**src/rtl/pxl_cell_pkg.sv**
```systemverilog
package pxl_cell_pkg;
  localparam int IW = 15;
  // instruction field positions
  localparam int RD_LSB   = 0;
  localparam int SRC_LSB  = 3;
  localparam int OP_LSB   = 6;
  localparam int DST_LSB  = 9;
  localparam int COND_LSB = 12;
  localparam int CIN_BIT  = 14;

  typedef enum logic [2:0] {
    OP_NOP = 3'd0, OP_MOV = 3'd1, OP_LDA = 3'd2, OP_SUB = 3'd3,
    OP_ADD = 3'd4, OP_SHL = 3'd5, OP_SHR = 3'd6, OP_PFL = 3'd7
  } op_e;

  typedef enum logic [2:0] {
    SRC_LOCAL = 3'd0, SRC_GLB = 3'd1, SRC_N = 3'd2, SRC_E = 3'd3,
    SRC_S = 3'd4, SRC_W = 3'd5, SRC_Z6 = 3'd6, SRC_Z7 = 3'd7
  } src_e;

  localparam int FZ = 0;
  localparam int FC = 1;
  localparam int FP = 2;
endpackage

```
**src/rtl/pxl_busctl.sv**
```systemverilog
module pxl_busctl #(
  parameter int DW = 8
) (
  input  logic [2:0]    src,
  input  logic [DW-1:0] local_rb,
  input  logic [DW-1:0] glb,
  input  logic [DW-1:0] n_rb,
  input  logic [DW-1:0] e_rb,
  input  logic [DW-1:0] s_rb,
  input  logic [DW-1:0] w_rb,
  output logic [DW-1:0] wb
);
  always_comb begin
    case (src)
      3'd0:    wb = local_rb;
      3'd1:    wb = glb;
      3'd2:    wb = n_rb;
      3'd3:    wb = e_rb;
      3'd4:    wb = s_rb;
      3'd5:    wb = w_rb;
      default: wb = '0;
    endcase
  end
endmodule

```
**src/rtl/pxl_alu.sv**
```systemverilog
module pxl_alu #(
  parameter int DW = 8
) (
  input  logic [DW-1:0] acc,
  input  logic [DW-1:0] opnd,
  input  logic          do_add,
  output logic [DW-1:0] res,
  output logic          carry
);
  logic [DW-1:0] b_eff;
  logic [DW:0]   diff;

  // addition: a + b == a - ~b - 1 (mod 2^DW); borrow inverts to carry
  assign b_eff = do_add ? ~opnd : opnd;
  assign diff  = {1'b0, acc} - {1'b0, b_eff} - {{DW{1'b0}}, do_add};
  assign res   = diff[DW-1:0];
  assign carry = do_add ? ~diff[DW] : diff[DW];
endmodule

```
**src/rtl/pxl_shifter.sv**
```systemverilog
module pxl_shifter #(
  parameter int DW = 8
) (
  input  logic [DW-1:0] din,
  input  logic          left,
  input  logic          cin,
  output logic [DW-1:0] dout,
  output logic          sh_out
);
  always_comb begin
    if (left) begin
      dout   = {din[DW-2:0], cin};
      sh_out = din[DW-1];
    end else begin
      dout   = {cin, din[DW-1:1]};
      sh_out = din[0];
    end
  end
endmodule

```
**src/rtl/pxl_regfile.sv**
```systemverilog
module pxl_regfile #(
  parameter int DW   = 8,
  parameter int NREG = 7,
  parameter int AW   = 3
) (
  input  logic          clk,
  input  logic          rst,
  input  logic          wr_en,
  input  logic [AW-1:0] wr_idx,
  input  logic [DW-1:0] wr_data,
  input  logic [AW-1:0] rd_idx,
  output logic [DW-1:0] rd_data
);
  logic [DW-1:0] mem [NREG];

  for (genvar i = 0; i < NREG; i++) begin : g_reg
    always_ff @(posedge clk) begin
      if (rst)
        mem[i] <= '0;
      else if (wr_en && wr_idx == AW'(i))
        mem[i] <= wr_data;
    end
  end

  assign rd_data = (int'(rd_idx) < NREG) ? mem[rd_idx] : '0;
endmodule

```
**src/rtl/pxl_cell.sv**
```systemverilog
module pxl_cell
  import pxl_cell_pkg::*;
#(
  parameter int DW     = 8,
  parameter int NREG   = 7,
  parameter int NSHIFT = 4
) (
  input  logic          clk,
  input  logic          rst,
  input  logic          instr_valid,
  input  logic [IW-1:0] instr,
  input  logic [DW-1:0] gbus_in,
  input  logic [DW-1:0] nbr_n,
  input  logic [DW-1:0] nbr_e,
  input  logic [DW-1:0] nbr_s,
  input  logic [DW-1:0] nbr_w,
  output logic [DW-1:0] lbus_out,
  output logic [DW-1:0] gbus_out,
  output logic [2:0]    flag_out
);
  localparam int AW = 3;
  localparam logic [AW-1:0] ACC_CODE = AW'(NREG);
  localparam logic [AW-1:0] SH_LIM   = AW'(NSHIFT);

  logic [AW-1:0] rd_sel, dst;
  logic [2:0]    src, op_raw;
  logic [1:0]    cond;
  logic          cin;
  op_e           op;

  assign rd_sel = instr[RD_LSB +: AW];
  assign src    = instr[SRC_LSB +: 3];
  assign op_raw = instr[OP_LSB +: 3];
  assign op     = op_e'(op_raw);
  assign dst    = instr[DST_LSB +: AW];
  assign cond   = instr[COND_LSB +: 2];
  assign cin    = instr[CIN_BIT];

  logic [DW-1:0] acc_q, gbus_q, rf_rd, wb;
  logic [2:0]    flag_q;
  logic [DW-1:0] alu_res, sh_res;
  logic          alu_c, sh_c, cond_ok, go, sh_op, sh_ok, rf_we;

  // phase 1: read bus
  assign lbus_out = (rd_sel == ACC_CODE) ? acc_q : rf_rd;

  // phase 2: write bus selection
  pxl_busctl #(.DW(DW)) u_bus (
    .src(src), .local_rb(lbus_out), .glb(gbus_in),
    .n_rb(nbr_n), .e_rb(nbr_e), .s_rb(nbr_s), .w_rb(nbr_w), .wb(wb)
  );

  pxl_alu #(.DW(DW)) u_alu (
    .acc(acc_q), .opnd(wb), .do_add(op == OP_ADD), .res(alu_res), .carry(alu_c)
  );

  pxl_shifter #(.DW(DW)) u_sh (
    .din(wb), .left(op == OP_SHL), .cin(cin), .dout(sh_res), .sh_out(sh_c)
  );

  always_comb begin
    case (cond)
      2'd0:    cond_ok = 1'b1;
      2'd1:    cond_ok = flag_q[FZ];
      2'd2:    cond_ok = flag_q[FC];
      default: cond_ok = flag_q[FP];
    endcase
  end

  assign go    = instr_valid && cond_ok;
  assign sh_op = (op == OP_SHL) || (op == OP_SHR);
  assign sh_ok = sh_op && (dst < SH_LIM);
  assign rf_we = go && (((op == OP_MOV) && (dst != ACC_CODE)) || sh_ok);

  // phase 3: destination load
  pxl_regfile #(.DW(DW), .NREG(NREG), .AW(AW)) u_rf (
    .clk(clk), .rst(rst), .wr_en(rf_we), .wr_idx(dst),
    .wr_data((op == OP_MOV) ? wb : sh_res),
    .rd_idx(rd_sel), .rd_data(rf_rd)
  );

  always_ff @(posedge clk) begin
    if (rst) begin
      acc_q  <= '0;
      flag_q <= '0;
      gbus_q <= '0;
    end else begin
      if (instr_valid) gbus_q <= lbus_out;
      if (go) begin
        case (op)
          OP_LDA: begin
            acc_q      <= wb;
            flag_q[FZ] <= (wb == '0);
            flag_q[FC] <= 1'b0;
          end
          OP_SUB, OP_ADD: begin
            acc_q      <= alu_res;
            flag_q[FZ] <= (alu_res == '0);
            flag_q[FC] <= alu_c;
          end
          OP_SHL, OP_SHR: begin
            if (sh_ok) begin
              flag_q[FZ] <= (sh_res == '0);
              flag_q[FC] <= sh_c;
            end
          end
          OP_PFL:  flag_q[FP] <= (wb != '0);
          default: ;
        endcase
      end
    end
  end

  assign gbus_out = gbus_q;
  assign flag_out = flag_q;
endmodule

```
**config.mk**
```make
export PLATFORM = sky130hd
export DESIGN_NAME = pxl_cell
export DESIGN_NICKNAME = d
export VERILOG_FILES = /design/src/rtl/pxl_cell_pkg.sv /design/src/rtl/pxl_busctl.sv /design/src/rtl/pxl_alu.sv /design/src/rtl/pxl_shifter.sv /design/src/rtl/pxl_regfile.sv /design/src/rtl/pxl_cell.sv
export SDC_FILE = /design/constraint.sdc
export NUM_CORES = 1
export LEC_CHECK = 0
export BUFFER_PORTS_ARGS = -buffer_cell sky130_fd_sc_hd__buf_4
export CAP_MARGIN = 30
export CORE_MARGIN = 3
export CORE_UTILIZATION = 48
export CTS_BUF_LIST = sky130_fd_sc_hd__clkbuf_16
export CTS_CLUSTER_SIZE = 30
export DETAILED_ROUTE_END_ITERATION = 10
export PLACE_DENSITY = 0.72
export SLEW_MARGIN = 40
export SYNTH_ARGS = -nofsm -noshare
export SYNTH_HDL_FRONTEND = slang
export SYNTH_SLANG_ARGS = --single-unit
```
**constraint.sdc**
```tcl
create_clock -name clk -period 3.4 [get_ports clk]
set_input_delay 0.34 -clock clk [delete_from_list [all_inputs] [get_ports clk]]
set_output_delay 0.34 -clock clk [all_outputs]
set_load 0.02 [all_outputs]
```
# Word-level counts from Yosys, hierarchy flattened
# Memories as Yosys holds them, arrays and structs flattened.
# Cells that the tools add are included.
[totals]
mem_bits_ro = 0
latch_bits = 0
ram_bits = 56
register_bits = 19
n_memories = 1
input_bits = 58
elab_cells = 110
output_inout_bits = 19
[memory_table]
columns = ["name", "words", "width", "read_ports", "rd_ports_with_merged_regs", "wr", "line", "text"]
rows = [
  ["u_rf.mem", 7, 8, 1, 0, 7, "pxl_regfile.sv:14", "logic [DW-1:0] mem [NREG];"],
]
[op_classes]
n_lt_le_gt_ge = 2
n_addsub = 2
n_bitwise = 9
muxes = 42
n_shift = 0
multipliers = 0
reduce_logical = 27
div = 0
eq_ne = 23
[ops]
columns = ["cell", "n"]
rows = [
  ["8-bit two-way mux", 12],
  ["8-bit one-hot mux with 6 select lines", 1],
  ["3-bit equality test, second input constant", 10],
  ["1-bit two-way mux", 25],
  ["8-bit logical NOT", 3],
  ["3-bit by 2-bit equality test with 1-bit output, second input constant", 6],
  ["8-bit one-hot mux with 2 select lines", 1],
  ["1-bit logical AND", 11],
  ["3-bit by 1-bit equality test with 1-bit output, second input constant", 3],
  ["8-bit by 8-bit subtractor with 9-bit output", 1],
  ["9-bit by 1-bit subtractor with 9-bit output", 1],
  ["8-bit NOT", 1],
  ["8-bit nonzero test", 1],
  ["1-bit OR", 7],
  ["3-bit logical NOT", 2],
  ["3-bit less-than comparator, second input constant", 2],
  ["2-bit one-hot mux with 3 select lines", 1],
  ["2-bit AND reduction", 2],
  ["2-bit OR reduction", 2],
  ["3-bit inequality test, second input constant", 1],
  ["1-bit one-hot mux with 3 select lines", 1],
  ["3-bit AND reduction", 1],
  ["3-bit nonzero test", 1],
  ["2-bit by 1-bit equality test with 1-bit output, second input constant", 1],
  ["other kinds (7)", 8],
]

# Depth between registers and ports, before layout
# Gate-level depths: netlist of run 1.
[depth]
word_depth = 11
mapped_depth = 17

# Modules after synthesis
# Synthesis of run 1 repeated with hierarchy kept, for this count alone.
[hier_totals]
hier_cells = 478
area_unflattened_um2 = 5147.4
[by_module_without_submodules]
columns = ["module", "cells_each", "n_inst", "seq_area_each_um2", "area_per_inst_um2"]
rows = [
  ["pxl_regfile", 199, 1, 1681.6, 2646.3],
  ["pxl_cell", 137, 1, 380.4, 1285.0],
  ["pxl_alu", 78, 1, 0.0, 609.3],
  ["pxl_busctl", 54, 1, 0.0, 460.4],
  ["pxl_shifter", 10, 1, 0.0, 146.4],
]

# Worst setup path after synthesis of run 1
# No wires, ideal clock.
[synth_timing]
path_type = "input to register"
start = "input instr[0]"
end = "register flag_q[1] (netlist: flag_out[1])"
t_arrival_ns = 3.370
path_slack_ns = -0.105
cell_stages = 16
path_buffers = 2
setup_time_ns = 0.135
required_time_ns = 3.265
cell_sequence = "buf_6 buf_12 mux2_4 a221oi_2 o221ai_2 a21oi_2 xnor2_1 ha_1 inv_1 ha_1 o21a_1 o22ai_1 nor3_1 a311oi_1 mux2i_1 a311oi_1"
[synth_via]
elab_chain_len = 11
[synth_lines]
columns = ["item", "line", "text"]
rows = [
  ["start, declared", "pxl_cell.sv:11", "input logic [IW-1:0] instr,"],
  ["memory 7 x 8 bit or 3-bit less-than comparator (tied branches)", "-", ""],
  ["8-bit two-way mux", "pxl_regfile.sv:25", "assign rd_data = (int'(rd_idx) < NREG) ? mem[rd_idx] : '0;"],
  ["8-bit two-way mux *", "pxl_cell.sv:45", "assign lbus_out = (rd_sel == ACC_CODE) ? acc_q : rf_rd;"],
  ["named net lbus_out[4]", "pxl_cell.sv:17", "output logic [DW-1:0] lbus_out,"],
  ["8-bit one-hot mux with 6 select lines *", "pxl_busctl.sv:14", "case (src)"],
  ["8-bit NOT", "pxl_alu.sv:14", "assign b_eff = do_add ? ~opnd : opnd;"],
  ["8-bit two-way mux *", "pxl_alu.sv:14", ""],
  ["8-bit by 8-bit subtractor with 9-bit output *", "pxl_alu.sv:15", "assign diff = {1'b0, acc} - {1'b0, b_eff} - {{DW{1'b0}}, do_add};"],
  ["9-bit by 1-bit subtractor with 9-bit output *", "pxl_alu.sv:15", ""],
  ["1-bit NOT", "pxl_alu.sv:17", "assign carry = do_add ? ~diff[DW] : diff[DW];"],
  ["1-bit two-way mux *", "pxl_alu.sv:17", ""],
  ["2-bit one-hot mux with 3 select lines *", "pxl_cell.sv:90", "case (op)"],
  ["end signal, assigned by index", "pxl_cell.sv:93", "flag_q[FZ] <= (wb == '0);"],
  ["end signal, assigned by index", "pxl_cell.sv:98", "flag_q[FZ] <= (alu_res == '0);"],
  ["end signal, assigned by index", "pxl_cell.sv:99", "flag_q[FC] <= alu_c;"],
  ["end, declared", "pxl_cell.sv:40", "logic [2:0] flag_q;"],
]
# Mark *: on every way through the listed nets, which the timed path passes. The rest lies on a longest branch. The select of a mux whose other input is x is not followed.
# A chain may end at the register's enable or synchronous reset.

# Worst setup path after layout of run 1
[layout_timing]
start = "memory u_rf.mem[1][5]"
end = "register flag_q[0] (netlist: flag_out[0])"
[layout_via]
elab_chain_len = 10
[layout_lines]
columns = ["item", "line"]
rows = [
  ["start, declared", "pxl_regfile.sv:14"],
  ["memory 7 x 8 bit *", "-"],
  ["8-bit two-way mux *", "pxl_regfile.sv:25"],
  ["8-bit two-way mux *", "pxl_cell.sv:45"],
  ["8-bit one-hot mux with 6 select lines *", "pxl_busctl.sv:14"],
  ["8-bit NOT", "pxl_alu.sv:14"],
  ["8-bit two-way mux", "pxl_alu.sv:14"],
  ["8-bit by 8-bit subtractor with 9-bit output", "pxl_alu.sv:15"],
  ["9-bit by 1-bit subtractor with 9-bit output", "pxl_alu.sv:15"],
  ["8-bit logical NOT", "pxl_cell.sv:98"],
  ["2-bit one-hot mux with 3 select lines *", "pxl_cell.sv:90"],
]
# Mark *: on every way between the ends. The rest lies on a longest branch, timed or not. The select of a mux whose other input is x is not followed.

==> results of run 1 <==
-- critical path, delay by kind of cell, from the launching register on --
family | cells | cell delay (ps)
AO/OA/AOI/OAI | 6 | 1370
AND/OR/NAND/NOR | 2 | 600
adder cells (fa/ha/maj) | 2 | 440
flip-flops | 1 | 380
XOR/XNOR | 2 | 240
multiplexers | 1 | 210
buffers and inverters | 1 | 40
-- worst min-delay path by stage --
| stage | endpoint | startpoint | depth (start not counted) | slack (ps) |
|---|---|---|---|---|
| floorplan | acc_q[0]$_SDFFE_PP0P_ | acc_q[0]$_SDFFE_PP0P_ | 2 | 440 |
| global placement | gbus_out[2]$_SDFFE_PP0P_ | gbus_out[2]$_SDFFE_PP0P_ | 2 | 470 |
| detailed placement | gbus_out[7]$_SDFFE_PP0P_ | gbus_out[7]$_SDFFE_PP0P_ | 2 | 480 |
| CTS | gbus_out[5]$_SDFFE_PP0P_ | rst | 2 | 360 |
| global route | gbus_out[3]$_SDFFE_PP0P_ | rst | 2 | 390 |
| finish | acc_q[6]$_SDFFE_PP0P_ | rst | 2 | 370 |
-- Yosys cell counts, types with 4 or more instances --
library cell and count:
edfxtp_1 56, nand2b_1 4, o21ai_0 22, nor3b_1 6, nor2b_1 10, ha_1 14
nand2_1 39, and3_1 4, nor3_1 11, clkbuf_1 14, inv_1 34, o22ai_1 6
a21oi_2 6, a211oi_1 9, and2_1 5, nand3_1 7, o21ai_2 4, nand4_1 6
o21a_1 4, xnor2_1 12, mux2i_1 29, a21o_1 4, a21oi_1 16, dfxtp_1 19
nor2_1 81, buf_2 5, mux4_2 5, mux2_2 7, o211ai_1 4
-- stage by stage --
step           cell area, µm²  setup WS, ps  hold WS [ps]  total power [µW]
2_1_floorplan            4875        -67.24         441.8              1533
3_3_place_gp             5938        -354.8         473.8              1838
3_5_place_dp             5938        -422.4         483.6              1856
4_1_cts                  6281         8.569         363.3              2880
5_1_grt                  6430        -73.01         392.8              3080
6_report                 6430         44.70         369.2              2949
-- layout make-up --
cell class                      instances  share of cell area [%]
Sequential cell                        75                   32.07
Clock buffer                            9                   3.503
Inverter                               35                   2.043
Clock inverter                          7                   1.479
Timing Repair Buffer                  140                   16.77
Tap cell                              133                   2.588
Multi-Input combinational cell        367                   41.54
-- repair_timing --
action,in CTS,in global routing
gates resized for setup,6,28
buffers inserted,0,4
pin swaps,0,25
endpoints found under the hold margin,0,0
hold buffers,0,0
endpoints found under the setup margin,4,7
-- power by group through the flow --
stage | registers [µW] | clock network, µW | logic [µW]
after global placement | 1050 | 0 | 784
after detailed placement | 1060 | 0 | 801
after CTS | 1040 | 1030 | 817
final | 1040 | 1020 | 896
after floorplan | 1060 | 0 | 476
after global routing | 1040 | 1070 | 974
-- per-layer routing --
metal	up-vias	GRT usage [%]	wire length, µm
met5	-	0	0
met2	213	43.98	6829
met3	27	3.704	1178
met1	2055	32.14	5709
li1	2074	-	-
met4	0	7.580	338
-- logic make-up (layout without fill, tap and decap cells) --
| group | after synthesis | count (layout) | share of synthesized area [%] |
|---|---|---|---|
| flops | 75 | 75 | 42.54 |
| simple gates | 182 | 182 | 17.19 |
| fa+ha+maj | 15 | 15 | 4.027 |
| compound gates | 109 | 109 | 16.70 |
| xor+xnor | 15 | 15 | 2.710 |
| buf+inv | 59 | 191 | 5.343 |
| mux | 46 | 46 | 11.49 |
-- flip-flops by register name, summed over array words and instances (netlist names) --
name      cells
flag_out      3
acc_q         8
u_rf.mem     56
gbus_out      8
==> impl_metrics.yaml, run 1 <==
floorplan:
  die_h_um: 106.5
  io_pins: 77
  start_util_pct: 49.59
  die_w_um: 106.5
  num_rows: 36
  core_area_mm2: 0.009774
  die_area_mm2: 0.01134
critical_path:
  r2r_end: "flag_out[0]$_SDFFE_PP0P_"
  reg2reg_depth: 14
  worst_ep_arrival_time_ps: 3610
  crit_slowest_cell: "edfxtp_1"
  reg2reg_setup_slack_ps: 40
  crit_fanout: 3
  cp_data_required_time_ps: 3660
  worstSetupPathType: "flop to flop"
  crit_start: "u_rf.mem[1][5]$_SDFFCE_PN0P_"
  reg2reg_from: "u_rf.mem[1][5]$_SDFFCE_PN0P_"
  slowest_delay_ps: 380
  endpoint_kind: "flop"
  worstPathCellList: "mux2i_2, o22ai_1, a211o_1, a211oi_4, xnor2_2, ha_1, inv_1, ha_2, or3_4, o22ai_4, xnor2_2, nor4_1, a31oi_1, o22ai_1"
  start_kind: "flop"
  crit_path_end: "flag_out[0]$_SDFFE_PP0P_"
global_route:
  grt_pass1_wl_mm: 22.16
  grt_usage_pct: 25.10
  grt_start_max_net_pins: 24
  grt_remaining_overflow: 0
  grt_pass1_vias: 4282
  antenna_found_initial: 0
sta:
  grt_setup_unrepaired: "true"
  hold_viol: 0
  worst_pin_slew_ps: 793.5
  finalSetupViolations: 0
  slew_viol_final: 0
  fmax_mhz: 298.0
  period_minus_slack_ps: 3355
  fin_crit_sh_pct: 98.69
  relSlewSlack_pct: 46.74
  finalClockSkew_ps: 5.517
  setup_tns_ps: 0
detailed_routing:
  wl_per_cell_um: 18.35
  drt_iter0_markers: 440
  drtPass1Iterations: 5
  drtAntennaViolNets: 0
  routed-via-count: 4369
  wl_mm: 14.06
  drc: 0
  viasPerCell: 5.704
clock_tree:
  tritoncts: "built"
  cts.path.max_buffers: 2
  numCtsBuffers: 9
  h-tree-depth: 3
  clk-insertion-delay-late_ps: 330
  cts.sinks: 75
  root_buffer: "clkbuf_16"
  clk_pin_slew_worst_paths_ps: 70
min_path:
  hp-class: "input port to flop"
synth:
  synth_top_area_share_pct: 34.69
  ys.flop_type: "edfxtp_1"
  yosys_warnings: 0
  synth.largest_area_cell: "edfxtp_1"
  synth.cell_area_mm2: 0.004847
  yosysSeqAreaShare_pct: 42.54
  async_flop_share_pct: 0
  synth-edff-count: 56
  synth_seq_cells: 75
  syn-mean-instance-area_um2: 9.675
  synth_cell_types: 68
  yosys-top-cells-area: "edfxtp_1, dfxtp_1, nor2_1"
  synthesis.nets: 574
  synthCells: 501
layout:
  mostFrequentLayoutCells: "buf_4, nor2_1, edfxtp_1"
  regArea_mm2: 0.002062
  nets: 701
  fin_util_pct: 65.78
  fillers: 743
  layoutNonFillerInstCount: 766
  multi_input_area_mm2: 0.002671
  layout_commonest_cell: "buf_4"
  final_layout_size_suffix_gt1_share_pct: 33.81
  diodes: 0
  syn2layout_area_growth_pct: 32.65
pwr:
  intPower_uw: 2040
  pwr-share-seq_pct: 35.2
  p_per_area_mw_per_mm2: 458.7
  comb_power_share_pct: 30.4
  peakVddDrop_mv: 0.2750
  clkPwrFrac_pct: 34.5
  swShare_pct: 30.81
  p_sw_uw: 908.7
  p_leak_uw: 0.002752
placement:
  place_inst: 746
  gp_congestion: 0.9563
  io_buffer_count: 76
  place_hpwl_mm: 10.70
run:
  cap_violations: 0
status:
  outcome: "finished, final reports clean"
Note: power is estimated with default switching activity, not from simulation.
==> inputs of run 2 (changes only) <==
--- a/config.mk
+++ b/config.mk
@@ -8,11 +8,11 @@
 export BUFFER_PORTS_ARGS = -buffer_cell sky130_fd_sc_hd__buf_4
 export CAP_MARGIN = 30
 export CORE_MARGIN = 3
-export CORE_UTILIZATION = 48
+export CORE_UTILIZATION = 52
 export CTS_BUF_LIST = sky130_fd_sc_hd__clkbuf_16
 export CTS_CLUSTER_SIZE = 30
 export DETAILED_ROUTE_END_ITERATION = 10
-export PLACE_DENSITY = 0.72
+export PLACE_DENSITY = 0.77
 export SLEW_MARGIN = 40
 export SYNTH_ARGS = -nofsm -noshare
 export SYNTH_HDL_FRONTEND = slang
==> run 2 against run 1 <==
Via count rose by 1.6%. Routed wire length rose by 0.38%. Sequential power barely moved. Global-route usage rose by 2.3 points. Combinational power fell by 3.2%. Critical path depth did not move. Clock skew rose by 2.3 ps. Final cell count fell by 3.7%. Worst setup slack improved by 68 ps. Fmax rose by 2.1%. Sequential share of layout area rose by 0.76 points. Critical path type unchanged.
==> impl_metrics.yaml, run 2 (same netlist as run 1, synthesis figures left out) <==
floorplan:
  num_rows: 34
  core_area_mm2: 0.008891
  io_pins: 77
  die_h_um: 102.5
  die_area_mm2: 0.01052
  start_util_pct: 54.52
  die_w_um: 102.5
detailed_routing:
  wl_met3_mm: 1.240
  routed-via-count: 4440
  drc: 0
  wl_mm: 14.11
  drtPass1Iterations: 6
  met2_length_mm: 6.844
  wl_per_cell_um: 19.12
  viasPerCell: 6.016
  top_layer: "met4"
  wl_met1_mm: 5.689
  drtAntennaViolNets: 0
  drt_iter0_markers: 386
layout:
  syn2layout_area_growth_pct: 29.58
  final_layout_size_suffix_gt1_share_pct: 31.59
  largest_reg_flops: 56
  top_register: "u_rf.mem"
  mostFrequentLayoutCells: "buf_4, nor2_1, edfxtp_1"
  regArea_mm2: 0.002062
  design_area_mm2: 0.006281
  fillers: 651
  diodes: 0
  multi_input_area_mm2: 0.002618
  layout_commonest_cell: "buf_4"
  nets: 699
sta:
  fin_crit_sh_pct: 96.68
  period_minus_slack_ps: 3287
  hold_viol: 0
  hold_ws_ps: 374.6
  finalClockSkew_ps: 7.808
  worst_pin_slew_ps: 855.4
  fmax_mhz: 304.2
  relSlewSlack_pct: 42.59
  slew_viol_final: 0
  finalSetupViolations: 0
  setup_tns_ps: 0
  grt_setup_unrepaired: "true"
  setup_ws_ps: 112.8
critical_path:
  endpoint_kind: "flop"
  crit_fanout: 3
  start_kind: "flop"
  worstSetupPathType: "flop to flop"
  cp_data_required_time_ps: 3660
  worst_ep_arrival_time_ps: 3550
  reg2reg_setup_slack_ps: 110
clock_tree:
  h-tree-depth: 3
  cts.path.max_buffers: 2
  numCtsBuffers: 9
  tritoncts: "built"
  root_buffer: "clkbuf_16"
  clk-insertion-delay-late_ps: 340
  clk_pin_slew_worst_paths_ps: 60
  cts.sinks: 75
placement:
  pre_cts_ws_ps: -387.4
  io_buffer_count: 76
  place_hpwl_mm: 10.33
  gp_congestion: 0.9361
  placed_area_mm2: 0.005879
run:
  cap_violations: 0
pwr:
  peakVddDrop_mv: 0.2778
  p_leak_uw: 0.002708
  p_per_area_mw_per_mm2: 453.2
  p_total_uw: 2846
global_route:
  grt_pass1_wl_mm: 21.91
  grt_usage_pct: 27.43
  grt_start_max_net_pins: 24
  grt_pass1_vias: 4312
  grt_remaining_overflow: 0
  antenna_found_initial: 0
status:
  outcome: "finished, final reports clean"
min_path:
  hp-class: "input port to flop"
==> run 2: what timing repair did <==
| action | CTS | global route |
|---|---|---|
| setup endpoints to repair | 3 | 5 |
| buffers inserted | 0 | 4 |
| pin swaps | 0 | 21 |
| hold buffers | 0 | 0 |
| gates resized for setup | 3 | 15 |
==> run 2: final cells by class <==
class | instances | area share [%]
Timing Repair Buffer | 138 | 16.61
Tap cell | 108 | 2.151
Multi-Input combinational cell | 367 | 41.67
Inverter | 35 | 2.092
Clock inverter | 6 | 1.056
Clock buffer | 9 | 3.586
Sequential cell | 75 | 32.83
==> run 2: worst paths after layout <==
check | start | cells after the start | end
worst max-delay path | u_rf.mem[1][5]$_SDFFCE_PN0P_ | 14 | flag_out[0]$_SDFFE_PP0P_
worst min-delay path | rst | 2 | gbus_out[4]$_SDFFE_PP0P_
worst max register to register | u_rf.mem[1][5]$_SDFFCE_PN0P_ | 14 | flag_out[0]$_SDFFE_PP0P_
worst min register to register | gbus_out[3]$_SDFFE_PP0P_ | 2 | gbus_out[3]$_SDFFE_PP0P_
==> run 2: critical path: stages (launching register included) <==
cell      delay [ps]
edfxtp_1         390
mux2i_1          160
o22ai_1          110
a211o_1          340
a211oi_4         280
xnor2_1          110
ha_1             300
inv_1             50
ha_2             170
or3_4            340
o22ai_4          190
xnor2_2          120
nor4_2           320
a31oi_1          130
o22ai_1          190
==> run 2: stage by stage <==
step / utilization [%] / instances
CTS: 69.52 / 734
global route: 70.64 / 738
global placement: 66.13 / 719
detailed placement: 66.13 / 719
finish: 70.64 / 738
floorplan: - / 501
==> run 2: metal layers <==
layer	vias up	GRT usage (%)
met3	25	5.142
met5	-	0
met2	237	45.18
met1	2108	36.27
met4	0	9.889
li1	2070	-
==> run 2: where the power goes <==
group	switching (µW)	internal, µW
logic	463	404
clock network	379	565
registers	17.8	1020
